--- config.mk ---
export PLATFORM = sky130hd
export DESIGN_NAME = cipher_keyiv_bank
export DESIGN_NICKNAME = d
export VERILOG_FILES = /design/src/rtl/cipher_keyiv_bank.sv
export SDC_FILE = /design/constraint.sdc
export NUM_CORES = 1
export LEC_CHECK = 0
export BUFFER_PORTS_ARGS = -buffer_cell sky130_fd_sc_hd__buf_2
export CAP_MARGIN = 15
export CORE_UTILIZATION = 35
export DETAILED_ROUTE_END_ITERATION = 10
export HOLD_SLACK_MARGIN = 0.02
export RECOVER_POWER = 25
export REMOVE_ABC_BUFFERS = 1
export SLEW_MARGIN = 20
export SYNTH_ARGS = -nofsm -noshare
export SYNTH_HDL_FRONTEND = slang
export SYNTH_SLANG_ARGS = --single-unit
--- constraint.sdc ---
create_clock -name clk -period 1.8 [get_ports clk]
set_input_delay 0.36 -clock clk [delete_from_list [all_inputs] [get_ports clk]]
set_output_delay 0.36 -clock clk [all_outputs]
set_load 0.02 [all_outputs]
--- src/rtl/cipher_keyiv_bank.sv ---
module cipher_keyiv_bank #(
  parameter int WORD_W = 32,
  parameter int ADDR_W = 4
) (
  input  logic                clk,
  input  logic                rst_n,
  input  logic                wr_en,
  input  logic [ADDR_W-1:0]   wr_addr,
  input  logic [WORD_W-1:0]   wr_data,
  input  logic [ADDR_W-1:0]   rd_addr,
  output logic [WORD_W-1:0]   rd_data,
  input  logic                busy,
  input  logic [2:0]          mode,
  output logic [8*WORD_W-1:0] key_out,
  output logic [4*WORD_W-1:0] iv_out,
  output logic                wr_ignored
);
  localparam int KEY_WORDS = 8;
  localparam int IV_WORDS  = 4;
  localparam int PAIR_W    = 2 * WORD_W;
  localparam int KEY_W     = KEY_WORDS * WORD_W;
  localparam int IV_W      = IV_WORDS * WORD_W;
  localparam int STAT_ADDR = KEY_WORDS + IV_WORDS;

  localparam logic [2:0] M_DES    = 3'd0;
  localparam logic [2:0] M_TDES   = 3'd1;
  localparam logic [2:0] M_AES128 = 3'd2;
  localparam logic [2:0] M_AES192 = 3'd3;
  localparam logic [2:0] M_AES256 = 3'd4;

  logic [WORD_W-1:0] key_q [KEY_WORDS];
  logic [WORD_W-1:0] iv_q  [IV_WORDS];
  logic [KEY_W-1:0]  key_store;
  logic [IV_W-1:0]   iv_store;
  logic              flag_q;

  wire wr_key  = wr_en && (int'(wr_addr) < KEY_WORDS);
  wire wr_iv   = wr_en && (int'(wr_addr) >= KEY_WORDS) && (int'(wr_addr) < STAT_ADDR);
  wire wr_stat = wr_en && (int'(wr_addr) == STAT_ADDR);

  always_ff @(posedge clk or negedge rst_n) begin
    if (!rst_n) begin
      for (int k = 0; k < KEY_WORDS; k++) key_q[k] <= '0;
      for (int i = 0; i < IV_WORDS; i++)  iv_q[i]  <= '0;
    end else if (!busy) begin
      for (int k = 0; k < KEY_WORDS; k++)
        if (wr_key && int'(wr_addr) == k) key_q[k] <= wr_data;
      for (int i = 0; i < IV_WORDS; i++)
        if (wr_iv && int'(wr_addr) == KEY_WORDS + i) iv_q[i] <= wr_data;
    end
  end

  always_ff @(posedge clk or negedge rst_n) begin
    if (!rst_n)                         flag_q <= 1'b0;
    else if (busy && (wr_key || wr_iv)) flag_q <= 1'b1;
    else if (wr_stat && wr_data[0])     flag_q <= 1'b0;
  end

  assign wr_ignored = flag_q;

  always_comb begin
    for (int k = 0; k < KEY_WORDS; k++)
      key_store[KEY_W-1-WORD_W*k -: WORD_W] = key_q[k];
    for (int i = 0; i < IV_WORDS; i++)
      iv_store[IV_W-1-WORD_W*i -: WORD_W] = iv_q[i];
  end

  always_comb begin
    case (mode)
      M_DES:    key_out = KEY_W'(key_store[3*PAIR_W-1:2*PAIR_W]);
      M_TDES:   key_out = KEY_W'(key_store[3*PAIR_W-1:0]);
      M_AES128: key_out = KEY_W'(key_store[4*WORD_W-1:0]);
      M_AES192: key_out = KEY_W'(key_store[6*WORD_W-1:0]);
      M_AES256: key_out = key_store;
      default:  key_out = '0;
    endcase
  end

  always_comb begin
    case (mode)
      M_DES, M_TDES:               iv_out = IV_W'(iv_store[IV_W-1 -: PAIR_W]);
      M_AES128, M_AES192, M_AES256: iv_out = iv_store;
      default:                      iv_out = '0;
    endcase
  end

  always_comb begin
    rd_data = '0;
    for (int i = 0; i < IV_WORDS; i++)
      if (int'(rd_addr) == KEY_WORDS + i) rd_data = iv_q[i];
    if (int'(rd_addr) == STAT_ADDR) rd_data = WORD_W'(flag_q);
  end
endmodule


==> impl.org, run 1 <==
** STA
- Based on the critical path, the design can be clocked at up to 0.4604 GHz.
- Max_slew headroom :: 40.87%
- Total of endpoints with negative setup slack in the final report :: 416
- At the pin with the least slew margin, the transition time is 887.0 ps.
- Clock skew on the completed layout was measured at 0 ps.
- In the finished design, the share of the clock period the worst path needs comes to 120.7%.
- Final Critical Period :: 2172 ps
- RSZ-0062 raised after global routing :: true
- Once routing completed, OpenROAD measured the worst setup slack at -372.2 ps.
- Total count of max-transition violations in the final report :: 0
- The final count of hold timing violations came to 0.
- Hold timing on the final database bottoms out at a slack of 80.40 ps.

** Route
- Average wire length per cell after detail routing :: 27.89 um
- Total Wirelength :: 82,640 um
- Vias after detailed routing :: 16,030
- The first TritonRoute pass finished after 5 iterations.
- DRC viols :: 0
- Via-per-instance ratio :: 5.409
- Post-route antenna net violation count :: 0
- DRC marker count from the first detailed-route iteration :: 996

** Clock tree
- Clock-pin slew was measured on the worst setup and hold paths at 60 ps.
- Number of clock buffers inserted by TritonCTS :: 45
- TritonCTS built the clock tree.
- Clk buf depth :: 3
- Counting every sink on the clock net gives 385.
- The clock reaches the later pin of the worst-skew pair after 550 ps.
- H-tree depth :: 2
- Root cell of the clock tree :: clkbuf_16

** Placed design
- Input and output buffers added on the ports amount to 463.
- Detailed placement HPWL :: 44,180 um
- Routability congestion estimate :: 0.8283
- Worst slack after detailed placement :: -229.8 ps

** Pwr
- Pwr Density :: 988.9 nW/um^2
- Peak ir drop on the vdd network :: 0.6400 mV
- In this run the static leakage power is 15.47 nW.

** Final layout
- In the final layout, the share of cells above drive strength 1 is 75.63%.
- Multi-input logic area :: 10,740 um^2
- The area growth from synthesis to layout is 68.60%.
- FILL cells :: 3,978
- In the final layout, flip-flops and latches occupy 9634 um^2.
- At the end of the flow, the number of nets in the layout was 2,280.

** Worst setup path
- Arrival time reported for the critical path endpoint :: 1810 ps
- Walking the worst path, the cells encountered are mux4_2 > mux2i_1 > nor2b_1 > buf_2.
- Category of the most critical setup path :: flip-flop to output port
- On the critical path, the stage with the largest delay is an instance of mux4_2.
- Worst EP required :: 1440 ps
- Broken down by cell family, the worst path's largest delay share belongs to multiplexers.
- In this run the worst path has a maximum fanout of 4.
- Biggest cell delay along the critical path :: 470 ps
- STA classifies the critical path endpoint as an output port.
- CP bufs+invs :: 1
- STA classifies the critical path startpoint as a flip-flop.

** Floorplanning
- I/O pin count :: 464
- The floorplan has 85 rows.
- The floorplan step defined a die boundary enclosing 55,360 um^2.
- Die extent in x :: 235.3 um
- Core ar. :: 53,810 um^2
- The die is 235.3 um tall.
- Initial core utilization :: 35.40%

** Global routing
- Total global-route track usage :: 27.62%
- Wire length of the first global-routing pass :: 112,000 um
- Total congestion overflow after global routing :: 0
- Via count of the first global-routing pass :: 16,530
- Pin count of the biggest net entering global routing :: 51
- The number of antenna violations at the first check in global routing is 8.

** Min path
- Class of the tightest hold or removal check :: primary input to flip-flop

** Synth
- Area fraction of the dominant cell type after synthesis :: 50.57%
- Sequential elements use 50.57% of the synthesized area.
- Yosys attributes the largest share of cell area to dfrtp_1, mux2_2, and2_1, mux2_4, mux4_2.
- Cell taking the most area after synthesis :: dfrtp_1
- Summing every instance area after synthesis gives 19,050 um^2.
- After technology mapping, the gate count stands at 1,542.
- Synthesized area per cell :: 12.35 um^2
- Synthesis inferred 385 register bits.
- Number of warnings reported in the yosys synthesis log :: 0
- Number of different library cells in the post-synthesis netlist :: 31

** Status
- Violations in the final reports :: setup timing
- Run status :: complete, but fails checks

** Run
- Number of max-cap violations :: 0
cell type report:
| cell class | count | area share (%) |
|---|---|---|
| Multi-Input combinational cell | 1014 | 33.43 |
| Sequential cell | 385 | 30.00 |
| Timing Repair Buffer | 786 | 29.19 |
| Clock buffer | 64 | 4.102 |
| Tap cell | 696 | 2.711 |
| Clock inverter | 11 | 0.5064 |
| Antenna cell | 6 | 0.04675 |
| Inverter | 1 | 0.01169 |
metrics by stage:
step	instance area (um^2)	utilization (%)	power (W)	setup TNS, ps	cells
after global routing	32110	59.67	0.03285	-102770	2959
after floorplan	18330	-	0.01543	-1170490	1400
after CTS	29360	54.56	0.03015	-69820	2926
after global placement	22960	42.67	0.01791	-35780	2653
final	32120	59.68	0.03176	-90620	2963
after detailed placement	22960	42.67	0.01812	-53100	2653
power by group:
group | internal [W] | total (W) | switching, W
clock network | 0.00562 | 0.00933 | 0.00371
registers | 0.0104 | 0.0115 | 0.00113
logic | 0.00607 | 0.0110 | 0.00488
total | 0.0220 | 0.0318 | 0.00972
kinds of logic after synthesis:
kind of cell / share of synthesized area (%)
multiplexers: 27.72
flip-flops: 50.57
AO/OA/AOI/OAI: 4.644
AND/OR/NAND/NOR: 13.27
buffers and inverters: 3.796
what timing repair did:
action	4_1_cts	5_1_grt
pin swaps	141	242
setup endpoints to repair	400	412
gates resized for setup	751	781
hold endpoints to repair	30	0
buffers inserted	156	61
hold buffers	1	0
cloned	43	13
worst register-to-register path, stage by stage (launching register included):
cell,delay (ps)
dfrtp_1,390
buf_4,140
buf_6,120
buf_12,120
mux2_2,260
flip-flops by register name, summed over array words and instances, names as in the netlist:
name	flops
wr_ignored	1
iv_q	128
key_q	256
cells in the mapped netlist:
library cell,n
dfrtp_1,385
mux2_2,322
and2_1,256
nand2_1,158
clkbuf_1,83
a21oi_1,75
mux2_4,60
a22o_1,54
buf_2,41
nor2b_1,34
mux4_2,32
buf_1,7
buf_12,6
buf_6,5
and3_1,3
a21o_1,2
and4bb_1,2
mux2_1,2
nor2_1,2
nor3b_1,2
a31oi_1,1
inv_1,1
mux2i_1,1
nand2b_1,1
nor2_2,1
nor3_1,1
nor4b_4,1
o21a_1,1
o31ai_1,1
or2_2,1
or3_1,1
layer usage:
metal  part of all wire [%]  global-route usage [%]  vias to the layer above
met3                    7.1                   6.227                      219
met5                  0.044                       0                        -
met4                    4.4                   12.06                        6
li1                       -                       -                     6703
met1                     40                   35.77                     8408
met2                     48                   44.33                      692
placed cells by master, fill, tap and decap left out, types with 55 or more instances in the layout:
cell type and n:
and2_4 244, buf_12 96, buf_2 55, buf_4 152, buf_6 420, clkbuf_16 57
dfrtp_1 385, mux2_2 322, mux2_4 60, nand2_1 77, nand2_4 56
final timing paths:
kind / startpoint / to / slack, ps / depth (start not counted)
max in group asynchronous: rst_n / key_q[244] / 160 / 3
worst max-delay path: iv_q[96] / rd_data[0] / -370 / 4
worst max register to register: iv_q[109] / iv_q[109] / 660 / 4
min in group asynchronous: rst_n / key_q[139] / 490 / 2
worst min-delay path: wr_addr[3] / wr_ignored / 80 / 2
worst min register to register: key_q[243] / key_q[243] / 490 / 1
(Power assumes the default switching activity.)
==> run 2, diff against run 1 <==
--- a/config.mk
+++ b/config.mk
@@ -5,6 +5,7 @@
 export SDC_FILE = /design/constraint.sdc
 export NUM_CORES = 1
 export LEC_CHECK = 0
+export ABC_AREA = 1
 export BUFFER_PORTS_ARGS = -buffer_cell sky130_fd_sc_hd__buf_2
 export CAP_MARGIN = 15
 export CORE_UTILIZATION = 35
==> impl.org, run 2 <==
** Status
- Run status :: complete, but fails checks
- Violations in the final reports :: setup timing

** Global routing
- Pin count of the biggest net entering global routing :: 78 (+53%)
- The via count of the first global-routing pass is 17,700 (+7.1%).
- The global route total overflow was 0 (unchanged).
- Wire length of the first global-routing pass :: 105,200 um (-6.0%)
- The total global routing track utilization is 25.85% (-1.8 points).
- Initial antenna violation count :: 1 (-7)

** STA
- The share of the cycle needed by the critical path after routing was 106.2% (-14 points).
- RSZ-0062 raised after global routing :: true
- The least setup slack across all paths after layout was -112.0 ps (+260.2 ps).
- The summed negative setup slack over all endpoints is -11,860 ps (+78,760 ps).
- The setup-violating endpoint count in the final report was 315 (-24%).
- The clock period minus final worst setup slack was 1912 ps (-260.2 ps).
- Count of endpoints failing hold in the final timing report :: 0 (unchanged)
- The achievable clock frequency was 0.5230 GHz (+14%).
- The number of pins exceeding their max-slew limit in the final report was 0 (unchanged).
- Max_slew headroom :: 14.52% (-26 points)
- The clock tree skew after final layout was 0 ps (unchanged).
- The pin slew with the least headroom to its limit is 1282 ps (+395.2 ps).

** Clock tree
- Root cell of the clock tree :: clkbuf_16
- Clock insertion delay at the later pin of the skew report :: 560 ps (about the same)
- The maximum number of buffers from clock root to sink came to 3 (unchanged).
- The clock edge transition at the registers on the reported setup and hold paths was 60 ps (about the same).
- The number of buffers created by CTS came to 44 (-2.2%).
- Clock tree sinks :: 385 (unchanged)
- H-tree depth :: 2 (unchanged)
- TritonCTS built the clock tree.

** Worst setup path
- Worst reg2reg path startpoint :: iv_q[124]
- In this design, the largest share of critical-path delay is due to buffers and inverters.
- The data arrival at the endpoint of the critical path came to 1550 ps (-260 ps).
- Cell Chain, Critical Path :: buf_8 > inv_4 > nor2_4 > buf_12 > buf_12 > buf_12 > nand3_1 > nand2_1 > nor2_1 > nor2_1 > buf_4
- Cell with the largest stage delay on the worst path :: nor2_1
- The worst setup path is launched from a primary input.
- The worst path buffer plus inverter count came to 6 (+5).
- Most used cell, CP :: buf_12
- The required time at the endpoint of the critical path was 1440 ps (about the same).
- Setup crit end kind :: output port
- The highest fanout seen on the critical path was 8 (+4).
- Tracing the worst setup path back leads to its startpoint at rd_addr[3].
- Biggest cell delay along the critical path :: 180 ps (-290 ps)
- The critical path is of the primary input to output port type.

** Synth
- The post-synthesis cell type count came to 24 (-23%).
- Synthesized cell area :: 18,380 um^2 (-3.5%)
- For this run, the leading register cell type out of synthesis is dfrtp_1.
- Ranked by instance count, the synthesized netlist is headed by nand2_1, o21ai_0, dfrtp_1.
- The share of the synthesized area in the top cell type is 52.41% (+1.8 points).
- The synthesis warning total is 0 (unchanged).
- Leading cell types by total area after synthesis :: dfrtp_1, o21ai_0, nand2_1, nor2_1, inv_1
- Synthesized area per cell :: 7.602 um^2 (-38%)
- By instance count, the leading cell after synthesis is nand2_1.
- The number of flops mapped to enable cells by yosys came to 0 (unchanged).
- The instance count of the mapped netlist is 2,418 (+57%).
- Fraction of registers with async set or reset after synthesis :: 100.0% (unchanged)
- #FFs+latches synth :: 385 (unchanged)
- Of all cell types, the one taking the most synthesized area is dfrtp_1.
- Sequential cell area fraction in the yosys report :: 52.41% (+1.8 points)

** Pwr
- The power spent charging and discharging nets came to 0.009551 W (-1.7%).
- Sequential share of power :: 40.1% (+4.0 points)
- The share of power burned in combinational logic was 28.1% (-6.4 points).
- The internal cell power was 0.01871 W (-15%).
- Net switching share of the total power :: 33.79% (+3.2 points)
- The maximum resistive drop on vdd is 0.7605 mV (+19%).
- Pwr Density :: 1075 nW/um^2 (+8.7%)
- Relative contribution of the clock network to total power :: 31.8% (+2.4 points)
- Design Power :: 0.02826 W (-11%)
- Lkg Pwr :: 13.15 nW (-15%)

** Route
- DRC marker count from the first detailed-route iteration :: 1,446 (+45%)
- The overall via count from detail_route is 18,670 (+16%).
- DRC viols :: 0 (unchanged)
- Total Wirelength :: 75,000 um (-9.2%)
- The detail-routed net length per standard cell came to 20.75 um (-26%).
- The final antenna-violating net count was 0 (unchanged).
- The mean number of vias per cell came to 5.164 (-4.5%).
- The number of detailed-route iterations in the first pass is 5 (unchanged).

** Final layout
- The number of flip-flops under the largest register name came to 256 (unchanged).
- Final Net Count :: 2,953 (+30%)
- Most common cell after layout, fill and taps aside :: nand2_1
- Multi-input logic area :: 7675 um^2 (-29%)
- Share of final-layout standard cells stronger than drive strength 1 :: 32.14% (-43 points)
- Leading cell types in the layout, fill and taps excluded :: nand2_1, dfrtp_1, o21ai_0
- The register area was 9634 um^2 (unchanged).
- P&R area growth vs syn :: 43.03%
- Final Instance Count excl. Fillers :: 3,615 (+22%)
- The register with the most flip-flops in the final layout is key_q.
- FILL cells :: 4,858 (+22%)

** Floorplanning
- The height of the die came to 231.2 um (-1.8%).
- The overall die width came to 231.2 um (-1.8%).
- The overall die area came to 53,440 um^2 (-3.5%).
- The number of cell rows came to 83 (-2.4%).
- Initial core utilization :: 35.61% (+0.21 points)
- The core area was 51,610 um^2 (-4.1%).
- The number of ports placed on the die boundary came to 464 (unchanged).

** Placed design
- Detailed placement HPWL :: 46,640 um (+5.6%)
- The final RePlAce weighted congestion was 0.8832 (+6.6%).
- The placed instance count is 3,474 (+31%).
- Count of buffers from port buffering :: 463 (unchanged)
- The worst setup slack after placement is -252.7 ps (-22.96 ps).

** Run
- Number of max-cap violations :: 0 (unchanged)

** Min path
- Critical hold path startpoint :: wr_en
- The min-delay analysis places its worst path in the category primary input to flip-flop.
==> run 2: changes by cell type after synthesis, sizes merged, moves of 30 or more <==
cell / delta
a21oi: -45
a22o: -54
and2: -256
clkbuf: +44
inv: +328
mux2: -384
mux4: -32
nand2: +279
nand3: +167
nor2: +352
nor2b: -34
o21ai: +485
o22ai: +30
==> run 2: final timing paths <==
path / slack [ps] / end / cells past startpoint
worst max-delay path: -110 / rd_data[5] / 11
worst min-delay path: 130 / wr_ignored / 3
worst max register to register: 940 / iv_q[124] / 3
worst min register to register: 480 / key_q[232] / 2
max in group asynchronous: 10 / iv_q[33] / 4
min in group asynchronous: 620 / key_q[145] / 2
==> run 2: repair_timing <==
item                                    in CTS  in global routing
pin swaps                                   36                 76
hold buffers                                 1                  0
gates resized for setup                    393                217
hold endpoints to repair                    27                  0
endpoints found under the setup margin     345                393
buffers inserted                            13                 32
gates cloned                                 9                 13
==> run 2: cells by family after synthesis <==
logic type / after synthesis / synth area share [%]
AO/OA/AOI/OAI: 546 / 15.10
buffers and inverters: 519 / 11.17
flip-flops: 385 / 52.41
AND/OR/NAND/NOR: 968 / 21.31
==> run 2: worst min-delay path: stages <==
cell and delay [ps]:
buf_2 130, o211ai_1 100, nand2_1 60
==> run 2: area by class of cell <==
class                      instances  area share, %
clock inverter                     5         0.2856
sequential                       385          36.65
inverter                         329          4.716
tap                              680          3.236
multi-input combinational       1515          29.19
timing repair buffer             631          20.83
clock buffer                      69          5.083
antenna                            1       0.009518
==> run 2: stage by stage <==
step | hold WS [ps] | area (um^2) | util, %
6_report | 127.6 | 26290 | 50.94
4_1_cts | 86.01 | 25120 | 48.66
5_1_grt | 109.4 | 26290 | 50.94
3_5_place_dp | 290.6 | 22190 | 43.00
2_1_floorplan | 64.41 | 17560 | -
3_3_place_gp | 290.6 | 22190 | 43.00
==> run 2: power by group through the flow <==
stage          clock network (W)  logic [W]  registers, W
2_1_floorplan                  0    0.00393        0.0111
3_3_place_gp                   0    0.00633        0.0113
5_1_grt                  0.00946    0.00863        0.0115
6_report                 0.00898    0.00794        0.0113
3_5_place_dp                   0    0.00642        0.0114
4_1_cts                  0.00912    0.00726        0.0113
==> run 2: routing by layer <==
layer,vias up,global-route usage (%),share of wire (%)
met1,9061,34.26,42
met5,-,0,0
li1,8579,-,-
met3,163,4.220,7.0
met2,865,42.71,48
met4,0,8.961,3.4
